<file path="config.mk">
export PLATFORM = sky130hd
export DESIGN_NAME = byte_parity_monitor
export DESIGN_NICKNAME = d
export VERILOG_FILES = /design/src/rtl/byte_parity_monitor.sv
export SDC_FILE = /design/constraint.sdc
export NUM_CORES = 1
export LEC_CHECK = 0
export ABC_AREA = 1
export ABC_CLOCK_PERIOD_IN_PS = 1950
export BUFFER_PORTS_ARGS = -buffer_cell sky130_fd_sc_hd__buf_4
export CORE_AREA = 4 4 58 60
export DETAILED_ROUTE_END_ITERATION = 10
export DIE_AREA = 0 0 62 64
export PLACE_DENSITY = 0.58
export SYNTH_ARGS = -nofsm -noshare
export SYNTH_HDL_FRONTEND = slang
export SYNTH_SLANG_ARGS = --single-unit
</file>
<file path="constraint.sdc">
create_clock -name clk -period 1.95 [get_ports clk]
set_input_delay 0.195 -clock clk [delete_from_list [all_inputs] [get_ports clk]]
set_output_delay 0.195 -clock clk [all_outputs]
set_load 0.1 [all_outputs]
</file>
<file path="src/rtl/byte_parity_monitor.sv">
module byte_parity_monitor #(
  parameter int LANE_W     = 9,
  parameter int LANES      = 4,
  parameter int CFG_W      = 16,
  parameter int MODE_BIT   = 0,
  parameter int NARROW_BIT = 9
) (
  input  logic                      clk,
  input  logic                      rst_n,
  input  logic                      cfg_we,
  input  logic [CFG_W-1:0]          cfg_wdata,
  input  logic [LANE_W*LANES-1:0]   bus_data,
  input  logic [1:0]                width_sel,
  output logic                      perr_n
);

  localparam int HALF = LANES / 2;

  logic             even_q;
  logic             narrow_q;
  logic [LANES-1:0] lane_err;
  logic [LANES-1:0] lane_en;
  int               active;

  always_ff @(posedge clk or negedge rst_n) begin
    if (!rst_n) begin
      even_q   <= 1'b0;
      narrow_q <= 1'b0;
    end else if (cfg_we) begin
      even_q   <= cfg_wdata[MODE_BIT];
      narrow_q <= cfg_wdata[NARROW_BIT];
    end
  end

  always_comb begin
    if (!narrow_q || width_sel == 2'b00) active = LANES;
    else if (width_sel == 2'b01)         active = HALF;
    else                                 active = 1;
  end

  for (genvar i = 0; i < LANES; i++) begin : g_lane
    assign lane_err[i] = ((^bus_data[i*LANE_W +: LANE_W]) == even_q);
    assign lane_en[i]  = (i < active);
  end

  assign perr_n = ~|(lane_err & lane_en);

  // a low flag always traces back to some lane in error
  a_r2_flag_has_cause: assert property (@(posedge clk) disable iff (!rst_n)
    !perr_n |-> |lane_err);

  // without narrowing, any lane error shows on the flag
  a_r6_full_check: assert property (@(posedge clk) disable iff (!rst_n)
    (!narrow_q && |lane_err) |-> !perr_n);

  // narrowed to a single lane, only lane 0 can drive the flag low
  a_r7_single_lane_mask: assert property (@(posedge clk) disable iff (!rst_n)
    (narrow_q && width_sel[1] && !perr_n) |-> lane_err[0]);

  // a write loads the mode bit at the next edge
  a_r4_mode_load: assert property (@(posedge clk) disable iff (!rst_n)
    cfg_we |=> even_q == $past(cfg_wdata[MODE_BIT]));

  // without a write strobe the settings hold
  a_r9_hold: assert property (@(posedge clk) disable iff (!rst_n)
    !cfg_we |=> ($stable(even_q) && $stable(narrow_q)));

endmodule

</file>
=== Word-level counts from Yosys, hierarchy flattened ===
Index checks and enable logic that the tools add are counted.

* Latch bits: 0
* Word-level logic and storage cells: 23
* Output and inout bits: 1
* Bits in read-only memories: 0
* Memories: 0
* Input bits: 57
* Bits in registers: 2
* Memory bits (writable): 0

* Reduce and logical (&&, ||, !) cells: 9
* Div/mod/pow operators: 0
* $add $sub $neg: 0
* Shifts and indexed selects: 0
* Order comparisons: 4
* Multiply operators: 0
* Equality and inequality tests: 5
* Bitwise gates (word level): 1
* Muxes and demuxes: 2

{| class="wikitable"
|+ Operators with widths
! kind !! number
|-
| 3-bit by 32-bit < comparator with 1-bit output, first input constant || 2
|-
| 9-bit parity || 4
|-
| 1-bit by 32-bit < comparator with 1-bit output, first input constant || 1
|-
| 2-bit by 32-bit < comparator with 1-bit output, first input constant || 1
|-
| 4-bit AND || 1
|-
| 1-bit equality test || 4
|-
| 4-bit OR reduction || 1
|-
| 3-bit 2-to-1 mux || 1
|-
| 2-bit by 1-bit equality test with 1-bit output, second input constant || 1
|-
| 1-bit zero test || 2
|-
| 2-bit zero test || 1
|-
| 2-bit 2-to-1 mux || 1
|-
| 1-bit logical OR || 1
|}

=== Depth between registers and ports, before layout ===
Gate-level depths: netlist of the first run.

* Depth in word-level cells: 7
* Mapped depth: 14
* Depth with buffers taken out: 14

=== Worst setup path after synthesis of the first run ===
No wires, ideal clock.

* Path type: in2out
* Start: input bus_data[3]
* End: output perr_n
* Buffers on the path: 0
* Stages on the path: 12
* Data required time: 1.755 ns
* Arrival time: 2.178 ns
* Setup slack: -0.423 ns
* Cells stage by stage: or2_1 > nand2_1 > nand2_1 > nand2_1 > nand2_1 > nand2_1 > nand2_1 > nand2_1 > nand2_1 > nand2_1 > nand2_1 > nor2_1

* Word-level cells in the longest chain between the ends: 5

{| class="wikitable"
|+ Ends and longest elaborated chain
! element !! line !! RTL
|-
| start: declaration || 12 || <nowiki>input logic [LANE_W*LANES-1:0] bus_data,</nowiki>
|-
| 9-bit parity || 42 || <nowiki>assign lane_err[i] = ((^bus_data[i*LANE_W +: LANE_W]) == even_q);</nowiki>
|-
| 1-bit equality test || 42 ||
|-
| 4-bit AND || 46 || <nowiki>assign perr_n = ~|(lane_err & lane_en);</nowiki>
|-
| 4-bit OR reduction || 46 ||
|-
| 1-bit zero test || 46 ||
|-
| end: declaration || 14 || <nowiki>output logic perr_n</nowiki>
|}

No other way between the ends.

=== Worst setup path after layout of the first run ===
Ends and elaborated chain as after synthesis.

==> results of run 1 <==
[worst register-to-register path, cell delays in order (launching register included)]
cell and delay [ns]:
dfrtp_1 0.41, inv_1 0.15, o21ai_0 0.09
[cell usage after synthesis]
master    count
nand3_2       1
xor2_1       10
xnor2_1       8
nand3_1      16
inv_1        19
nand2_2       1
or2_1         1
nand2_1      58
o21ai_0       2
nor2_1        3
mux2_2        1
nand3b_1      1
dfrtp_1       2
xnor2_2       1
[power by group through the flow]
| stage | combinational, mW | clock, mW | sequential (mW) |
|---|---|---|---|
| after detailed placement | 0.287 | 0 | 0.0504 |
| after global placement | 0.283 | 0 | 0.0502 |
| final | 0.284 | 0.0967 | 0.0496 |
| after CTS | 0.289 | 0.104 | 0.0499 |
| after floorplan | 0.182 | 0 | 0.0490 |
| after global routing | 0.327 | 0.101 | 0.0501 |
[through the flow]
step / total power [mW] / std cells / cell area, µm² / worst slack [ns] / hold slack [ns]
6_report: 0.431 / 204 / 1050 / 0.284 / 0.178
5_1_grt: 0.478 / 204 / 1050 / 0.113 / 0.177
4_1_cts: 0.443 / 204 / 1050 / 0.254 / 0.166
3_5_place_dp: 0.337 / 200 / 1020 / 0.254 / -0.0205
3_3_place_gp: 0.334 / 200 / 1020 / 0.266 / -0.0207
2_1_floorplan: 0.232 / 124 / 658 / 0.0255 / -0.101
[worst paths after layout]
check	start	to	slack, ns	depth (start not counted)
min in group asynchronous	rst_n	narrow_q	0.29	2
hold reg to reg	narrow_q	narrow_q	0.53	1
setup reg to reg	even_q	even_q	1.17	2
setup / recovery	bus_data[3]	perr_n	0.28	14
hold / removal	cfg_wdata[0]	even_q	0.18	3
max in group asynchronous	rst_n	even_q	1.58	2
[layer usage]
layer	up-vias	GRT usage, %	part of all wire, %
met5	-	0	0
met4	0	4.77	1.9
met3	3	0.606	9.9
met2	26	11.1	48
met1	329	8.43	40
li1	471	-	-
[sequential cells by signal, indices dropped and copies added (netlist names)]
signal,cells
even_q,1
narrow_q,1
[area by class of cell]
class | instances | area (µm²)
Clock buffer | 3 | 22.5
Fill cell | 324 | 1870
Inverter | 19 | 71.3
Multi-Input combinational cell | 103 | 537
Sequential cell | 2 | 50.0
Tap cell | 33 | 41.3
Timing Repair Buffer | 44 | 333
[timing repair]
item                                   4_1_cts  5_1_grt
hold buffers                                 1        0
gates resized for setup                      0        0
endpoints found under the hold margin        2        0
[cells by family after synthesis]
kind of cell	after synthesis
and+or+nand+nor	81
xor gates and xnor gates	19
buffers and inverters	19
AOI/OAI and AO/OA	2
DFF	2
muxes	1
==> summary.md, run 1 <==
| Metric | Value |
|---|---|
| Crit-path cells | `buf_4 > or2_1 > nand2_1 > nand2_1 > nand2_1 > nand2_1 > nand2_1 > nand2_1 > nand2_1 > nand2_1 > nand2_1 > nand2_1 > nor2_2 > buf_4` |
| GRT Util Overall | `6.98%` |
| Yosys reg bits | `2` |
| IO Port Bufs | `43` |
| Post-layout util | `36.0%` |
| Crit. End Element | `output port` |
| Register area share after synthesis | `7.63%` |
| Crit-path most repeated cell | `nand2_1` |
| Clock skew | `0 ns` |
| Vias | `829` |
| Clock sink count | `2` |
| Int Pwr | `251 µW` |
| Layout net count | `230` |
| Clock-pin slew on the worst setup and hold paths | `0.03 ns` |
| Cell accounting for the most synthesized area | `nand2_1` |
| Starting density of the core | `22.4%` |
| Mapped Nets | `181` |
| First-pass GRT wire length | `2180 µm` |
| Setup TNS | `0 ns` |
| Post-synth top area share | `33.2%` |
| Core area | `0.00293 mm²` |
| Rel. slew slack | `81.2%` |
| Sequential power share | `11.5%` |
| Crit Path Max Fanout | `2` |
| FP Rows | `20` |
| NetSw | `179 µW` |
| Setup violations, final | `0` |
| Commonest cells after routing, fill and taps aside | `nand2_1 (58), buf_4 (43), inv_1 (19)` |
| Hold Crit Class | `primary input to register` |
| Slew Limit Fails | `0` |
| Synth Warn # | `0` |
| Initial antenna violation count | `0` |
| H-tree levels | `1` |
| Cts bufs inserted | `3` |
| LEAKAGE | `0.650 nW` |
| Max Root-Sink Buffers | `2` |
| Crit path launch type | `primary input` |
| Wirelength, routed | `1460 µm` |
| Hold Fails Final Rpt | `0` |
| Power Dens Cells | `408 mW/mm²` |
| Critical path's slowest cell | `buf_4` |
| Synth area leaders | `nand2_1 (33%), xor2_1 (13%), nand3_1 (12%), inv_1 (11%), xnor2_1 (11%)` |
| GPL Wtd Cong | `0.663` |
| Max incr delay on CP | `0.29 ns` |
| Drc violations | `0` |
| Syn_area_per_cell | `5.29 µm²` |
| Synth Area in XOR/XNOR | `26.5%` |
| Crit path kind | `primary input to output port` |
| Commonest non-fill, non-tap cell in the layout | `nand2_1` |
| Worst Path Buf+Inv | `2` |
| Detailed-placement wirelength estimate | `1310 µm` |
| Mux contribution to synthesized area | `1.72%` |
| # Post-CTS Setup Buffers | `0` |
| TritonCTS clock tree | `yes` |
| Peak VDD IR | `0.000272 V` |
| Share of layout cells above drive strength 1 | `29.8%` |
| Largest net degree at the start of global routing | `6` |
| Vias in the first global route | `655` |
| Post-Syn Area | `656 µm²` |
| Adder-cell area share of the yosys netlist | `0%` |
| Max Cap Viol | `0` |
| DR iter-0 viols | `5` |
| Die Ht | `64 µm` |
| Final global-route overflow total | `0` |
| Vias/cell | `4.06` |
| Ant. Diodes | `0` |
| Antenna Violating Nets Remaining | `0` |
| Compound-Gate Fraction of Synth Area | `1.53%` |
| Post-synth cell types | `14` |
| Wirelength per Cell | `7.16 µm` |
| Area grow syn2layout | `60.9%` |
| Cell family with most CP delay | `simple AND/OR/NAND/NOR gates` |
| Crit share post-route | `85.4%` |
| Clk Latency, worst-skew pair | `0.23 ns` |
| Clk network pwr share | `22.5%` |
| Status | `complete, no violations` |
| Post-synthesis cell count | `124` |
| Root Buffer | `clkbuf_4` |
| Detailed Routing Iterations Pass 1 | `4` |
| Die W | `62 µm` |
| Worst Max-Slew Pin Slew | `0.279 ns` |
| Die ar. | `0.00397 mm²` |
| Largest family of logic cells by synthesized area | `simple AND/OR/NAND/NOR gates` |
| Fmax achieved | `600 MHz` |
| Min cycle time layout | `1.67 ns` |
| Combinational Power Share | `66.0%` |
| CP arrival | `1.47 ns` |
| RSZ-0062 raised after global routing | `no` |
| WP data required | `1.75 ns` |
| Number of I/O pins | `58` |
| Simple-Gate Fraction of Synth Area | `51.7%` |
| Sw Ratio | `41.7%` |
Power figures use the tool's default switching activity.
==> run 2: changes to the inputs <==
==> config.mk (replaced) <==
export PLATFORM = sky130hd
export DESIGN_NAME = byte_parity_monitor
export DESIGN_NICKNAME = d
export VERILOG_FILES = /design/src/rtl/byte_parity_monitor.sv
export SDC_FILE = /design/constraint.sdc
export NUM_CORES = 1
export LEC_CHECK = 0
export ABC_CLOCK_PERIOD_IN_PS = 1950
export BUFFER_PORTS_ARGS = -buffer_cell sky130_fd_sc_hd__buf_4
export CORE_AREA = 4 4 49 51
export DETAILED_ROUTE_END_ITERATION = 10
export DIE_AREA = 0 0 53 55
export PLACE_DENSITY = 0.66
export SYNTH_ARGS = -nofsm -noshare
export SYNTH_HDL_FRONTEND = slang
export SYNTH_SLANG_ARGS = --single-unit
==> run 2 against run 1 <==
Effect of this change: the flow now finishes with violations (negative setup slack); power rose by 24%; synthesized cell count fell by 68%; worst setup slack worse by 0.42 ns; final cell count fell by 44%; critical path depth fell by 7; flip-flop and latch count is the same; global-route usage is 1.4 points higher; critical endpoint unchanged; largest cell class unchanged; largest power group unchanged.
==> summary.md, run 2 <==
| Metric | Value |
|---|---|
| GRT Util Overall | `8.36%` |
| Clock sink count | `2` |
| Crit. End Element | `output port` |
| Max Root-Sink Buffers | `2` |
| Share of layout cells above drive strength 1 | `63.6%` |
| Syn_area_per_cell | `11.1 µm²` |
| Number of I/O pins | `58` |
| Fmax achieved | `479 MHz` |
| Clk Latency, worst-skew pair | `0.23 ns` |
| Cts bufs inserted | `3` |
| Async set-reset flop share out of synthesis | `100%` |
| Setup violations, final | `1` |
| Register area share after synthesis | `11.3%` |
| Setup TNS | `-0.137 ns` |
| Hold Crit Class | `primary input to register` |
| Vias/cell | `4.11` |
| Clock-pin slew on the worst setup and hold paths | `0.03 ns` |
| Max Cap Viol | `0` |
| Core area | `0.00194 mm²` |
| Met3 wire len | `177 µm` |
| WP data required | `1.75 ns` |
| Clock skew | `0 ns` |
| Post-synth cell types | `15` |
| GPL Wtd Cong | `0.608` |
| Yosys reg bits | `2` |
| DR WL met2 | `672 µm` |
| Die Ht | `55 µm` |
| Wirelength, routed | `1210 µm` |
| Post-Syn Area | `444 µm²` |
| Commonest non-fill, non-tap cell in the layout | `buf_4` |
| First-pass GRT wire length | `1730 µm` |
| IO Port Bufs | `43` |
| Min Hold Slack | `0.208 ns` |
| FP Rows | `16` |
| Crit-path cells | `buf_6 > xnor2_2 > xnor3_2 > xnor2_2 > or3_4 > a32oi_4 > buf_12` |
| Starting density of the core | `22.9%` |
| Reg2Reg Setup Slack | `1.14 ns` |
| Hold Fails Final Rpt | `0` |
| Crit share post-route | `107%` |
| Status | `finished, violations left` |
| Initial antenna violation count | `0` |
| Largest net degree at the start of global routing | `6` |
| Wl on met1 | `319 µm` |
| Synth Warn # | `0` |
| Top layer in use | `met4` |
| Peak VDD IR | `0.000450 V` |
| Vias in the first global route | `444` |
| Post-synth top area share | `29.6%` |
| Crit path launch type | `primary input` |
| Wirelength per Cell | `10.5 µm` |
| Detailed Routing Iterations Pass 1 | `1` |
| Synth area leaders | `xnor2_1 (30%), xor2_1 (16%), xnor3_1 (15%), dfrtp_1 (11%), xnor2_4 (6.2%)` |
| Post-synthesis cell count | `40` |
| CP arrival | `1.89 ns` |
| Layout net count | `147` |
| Rel. slew slack | `76.1%` |
| Final global-route overflow total | `0` |
| H-tree levels | `1` |
| TritonCTS clock tree | `yes` |
| Crit path kind | `primary input to output port` |
| Largest registers | `even_q (1), narrow_q (1)` |
| Fin worst setup slack | `-0.137 ns` |
| LEAKAGE | `0.436 nW` |
| Crit-path most repeated cell | `xnor2_2` |
| Power Dens Cells | `590 mW/mm²` |
| Die W | `53 µm` |
| DR iter-0 viols | `0` |
| Crit Path Max Fanout | `2` |
| Failing checks | `negative setup slack` |
| Most frequent cells after synthesis | `xnor2_1 (15), xor2_1 (8), xnor3_1 (3)` |
| Synth Flop Type | `dfrtp_1` |
| RSZ-0062 raised after global routing | `yes` |
| Number of flops mapped to enable cells by yosys | `0` |
| Worst Max-Slew Pin Slew | `0.358 ns` |
| Commonest cells after routing, fill and taps aside | `buf_4 (41), xnor2_1 (12), xor2_1 (8)` |
| Detailed-placement wirelength estimate | `990 µm` |
| Area grow syn2layout | `104%` |
| Mapped Nets | `97` |
| Vias | `473` |
| Drc violations | `0` |
| Most frequent cell after synthesis | `xnor2_1` |
| Min cycle time layout | `2.09 ns` |
| Max incr delay on CP | `0.45 ns` |
| Cell accounting for the most synthesized area | `xnor2_1` |
| Die ar. | `0.00292 mm²` |
| Ant. Diodes | `0` |
| Slew Limit Fails | `0` |
| Critical path's slowest cell | `xnor3_2` |
| Antenna Violating Nets Remaining | `0` |
| Root Buffer | `clkbuf_4` |
-- run 2: layout make-up --
class	count	area [µm²]
repair buffers	45	360
multi-input cells	38	440
fillers	200	1030
flip-flops and latches	2	50.0
clock buffers	3	22.5
well taps	27	33.8
-- run 2: path summary, 6_finish.rpt --
| path | from | end | cells after the start |
|---|---|---|---|
| worst max register to register | even_q | even_q | 1 |
| worst min-delay path | cfg_wdata[9] | narrow_q | 2 |
| worst min register to register | narrow_q | narrow_q | 1 |
| worst max-delay path | bus_data[34] | perr_n | 7 |
| max in group asynchronous | rst_n | even_q | 2 |
| min in group asynchronous | rst_n | narrow_q | 2 |
-- run 2: per-stage QoR --
stage               instance area, µm²  util [%]  setup slack [ns]  power, mW  instances
floorplan                          463         -            -0.229      0.286         40
global placement                   820      42.2            -0.199      0.380        110
detailed placement                 820      42.2            -0.205      0.385        110
CTS                                870      44.8            -0.107      0.517        114
global route                       907      46.7            -0.179      0.574        115
finish                             907      46.7            -0.137      0.535        115
-- run 2: kinds of logic (layout without fill, tap and decap cells) --
logic type,count (synthesis),count (layout),share of synthesized area [%]
and+or+nand+nor,4,4,4.79
AOI/OAI and AO/OA,4,4,6.76
buffers and inverters,0,48,0
DFF,2,2,11.3
xor gates and xnor gates,28,28,72.1
muxes,2,2,5.07
-- run 2: metal layers --
layer	up-vias	GRT usage, %
li1	234	-
met3	4	2.14
met1	209	7.11
met4	0	7.66
met5	-	0
met2	26	15.9
-- run 2: power breakdown --
| part | switching [mW] | leakage (nW) | internal [mW] | total [mW] |
|---|---|---|---|---|
| Sequential | 0.00464 | 0.0234 | 0.0460 | 0.0507 |
| Clock | 0.0258 | 0.0138 | 0.0681 | 0.0939 |
| Combinational | 0.163 | 0.399 | 0.228 | 0.390 |
| Total | 0.193 | 0.436 | 0.342 | 0.535 |
-- run 2: critical path, delay by kind of cell --
kind                      cells  cell delay [ns]
AOI/OAI and AO/OA             1             0.26
xor gates and xnor gates      3             0.74
buffers and inverters         2             0.30
and+or+nand+nor               1             0.40
-- run 2: what timing repair did --
| action | 4_1_cts | 5_1_grt |
|---|---|---|
| gates resized for setup | 4 | 5 |
| setup buffers | 0 | 1 |
| hold buffers | 1 | 0 |
| pin swaps | 1 | 5 |
| endpoints found under the hold margin | 2 | 0 |
| setup endpoints to repair | 1 | 1 |
| cloned | 0 | 0 |
==> run 3: changes to the inputs <==
--- a/config.mk
+++ b/config.mk
@@ -7,10 +7,12 @@
 export LEC_CHECK = 0
 export ABC_CLOCK_PERIOD_IN_PS = 1950
 export BUFFER_PORTS_ARGS = -buffer_cell sky130_fd_sc_hd__buf_4
-export CORE_AREA = 4 4 49 51
+export CELL_PAD_IN_SITES_DETAIL_PLACEMENT = 1
+export CELL_PAD_IN_SITES_GLOBAL_PLACEMENT = 2
+export CORE_AREA = 4 4 60 62
 export DETAILED_ROUTE_END_ITERATION = 10
-export DIE_AREA = 0 0 53 55
-export PLACE_DENSITY = 0.66
+export DIE_AREA = 0 0 64 66
+export PLACE_DENSITY = 0.83
 export SYNTH_ARGS = -nofsm -noshare
 export SYNTH_HDL_FRONTEND = slang
 export SYNTH_SLANG_ARGS = --single-unit
==> run 3 against run 2 <==
Effect of this change: the flow still finishes with violations (negative setup slack); die area up 45%; critical path depth unchanged; routed wire length grew 11%; combinational power rose by 7.2%; largest cell class unchanged.
==> summary.md, run 3 (synthesis results as in run 2) <==
| Metric | Value |
|---|---|
| Status | `finished, violations left` |
| Failing checks | `negative setup slack` |
| Antenna Violating Nets Remaining | `0` |
| Commonest cells after routing, fill and taps aside | `buf_4 (41), xnor2_1 (11), xor2_1 (7)` |
| Int Pwr | `359 µW` |
| Worst Reg2Reg Path Length in Cells | `1` |
| Final global-route overflow total | `0` |
| DR iter-0 viols | `3` |
| Die ar. | `0.00422 mm²` |
| Cts bufs inserted | `3` |
| H-tree levels | `1` |
| Post-Place Worst Slack | `-0.246 ns` |
| Crit path launch type | `primary input` |
| GPL Wtd Cong | `0.641` |
| Reg area | `50.0 µm²` |
| Peak VDD IR | `0.000325 V` |
| Power Dens Cells | `587 mW/mm²` |
| Core area | `0.00303 mm²` |
| Layout net count | `148` |
| Finished Cell Area | `955 µm²` |
| Crit. End Element | `output port` |
| Initial antenna violation count | `0` |
| Sw Ratio | `35.9%` |
| FP Rows | `20` |
| Max Root-Sink Buffers | `2` |
| CP arrival | `1.88 ns` |
| Crit path kind | `primary input to output port` |
| Clk Latency, worst-skew pair | `0.22 ns` |
| Crit. Startpoint | `bus_data[34]` |
| First-pass GRT wire length | `1980 µm` |
| Critical Path Sink | `perr_n` |
| WP data required | `1.75 ns` |
| Clock sink count | `2` |
| Hold Crit Class | `primary input to register` |
| Min cycle time layout | `2.07 ns` |
| Rel. slew slack | `75.5%` |
| Number of I/O pins | `58` |
| Detailed Routing Iterations Pass 1 | `2` |
| Commonest non-fill, non-tap cell in the layout | `buf_4` |
| TritonCTS clock tree | `yes` |
| Area grow syn2layout | `115%` |
| Wirelength per Cell | `10.1 µm` |
| Max Cap Viol | `0` |
| Detailed-placement wirelength estimate | `1160 µm` |
| Wirelength, routed | `1340 µm` |
| Clock skew | `0 ns` |
| Drc violations | `0` |
| Sequential power share | `9.0%` |
| GRT Util Overall | `5.88%` |
| DP Area | `841 µm²` |
| Root Buffer | `clkbuf_4` |
| Largest net degree at the start of global routing | `6` |
| Crit Path Max Fanout | `2` |
| IO Port Bufs | `43` |
| Reg2Reg Setup Slack | `1.14 ns` |
| RSZ-0062 raised after global routing | `yes` |
| Clk network pwr share | `16.5%` |
| Combinational Power Share | `74.5%` |
| Multi-input logic area | `455 µm²` |
| Die Ht | `66 µm` |
| Vias | `475` |
| Ant. Diodes | `0` |
| Share of layout cells above drive strength 1 | `66.3%` |
| LEAKAGE | `0.449 nW` |
| Starting density of the core | `14.7%` |
| NetSw | `201 µW` |
| Setup TNS | `-0.122 ns` |
| Min Hold Slack | `0.202 ns` |
| Clock-pin slew on the worst setup and hold paths | `0.03 ns` |
| Hold Fails Final Rpt | `0` |
| Fill cells | `351` |
| Largest registers | `even_q (1), narrow_q (1)` |
| Crit share post-route | `106%` |
| Fin worst setup slack | `-0.122 ns` |
| Post-layout util | `31.5%` |
| Reg-to-Reg Start | `even_q` |
| Vias in the first global route | `516` |
| Reg2reg end | `even_q` |
| Slew Limit Fails | `0` |
| Die W | `64 µm` |
| Worst Max-Slew Pin Slew | `0.366 ns` |
| Fmax achieved | `483 MHz` |
| Setup violations, final | `1` |
| Vias/cell | `3.57` |
==> run 3: cell types whose count changed in the layout (fill, tap and decap cells not counted) <==
cell	delta
xnor2_2	+1
xnor2_1	-1
xor2_1	-1
buf_6	+1
xor2_2	+1
==> run 3: what timing repair did <==
action	4_1_cts	5_1_grt
setup endpoints to repair	1	1
pin swaps	5	7
hold buffers	1	0
resized for setup	8	4
endpoints found under the hold margin	2	0
setup buffers	0	2
==> run 3: cell type report <==
| class | count | share of cell area [%] |
|---|---|---|
| clock buffers | 3 | 2.36 |
| multi-input cells | 38 | 47.7 |
| flip-flops and latches | 2 | 5.24 |
| well taps | 44 | 5.77 |
| repair buffers | 46 | 38.9 |
==> run 3: worst max-delay path, stage by stage <==
cell and delay, ns:
buf_6 0.10, xnor2_2 0.14, xnor3_2 0.45, xnor2_2 0.16
or3_4 0.38, a32oi_4 0.26, buf_12 0.21
==> run 3: power groups by stage <==
stage	clock [mW]	sequential, mW	combinational [mW]
after CTS	0.0996	0.0508	0.386
after global routing	0.107	0.0515	0.447
after floorplan	0	0.0495	0.236
after global placement	0	0.0506	0.336
after detailed placement	0	0.0511	0.342
final	0.0924	0.0506	0.418
==> run 3: stage by stage <==
step | instances | power [mW]
floorplan | 40 | 0.286
global placement | 127 | 0.387
detailed placement | 127 | 0.393
CTS | 131 | 0.536
global route | 133 | 0.605
finish | 133 | 0.561
==> run 3: how the worst min path moves through the flow <==
stage | cells past startpoint | start | to | slack, ns
final | 2 | cfg_wdata[9] | narrow_q | 0.20
after global routing | 2 | cfg_wdata[9] | narrow_q | 0.20
after CTS | 2 | cfg_wdata[9] | narrow_q | 0.19
after detailed placement | 1 | rst_n | narrow_q | -0.02
after global placement | 1 | rst_n | even_q | -0.02
after floorplan | 0 | rst_n | even_q | -0.10
==> run 3: per-layer routing <==
layer  track usage (%)  routed length (µm)  vias to the layer above
li1                  -                   -                      234
met1              5.40                 402                      217
met2              11.6                 804                       24
met3              1.53                 131                        0
met4              3.23                   0                        0
met5                 0                   0                        -
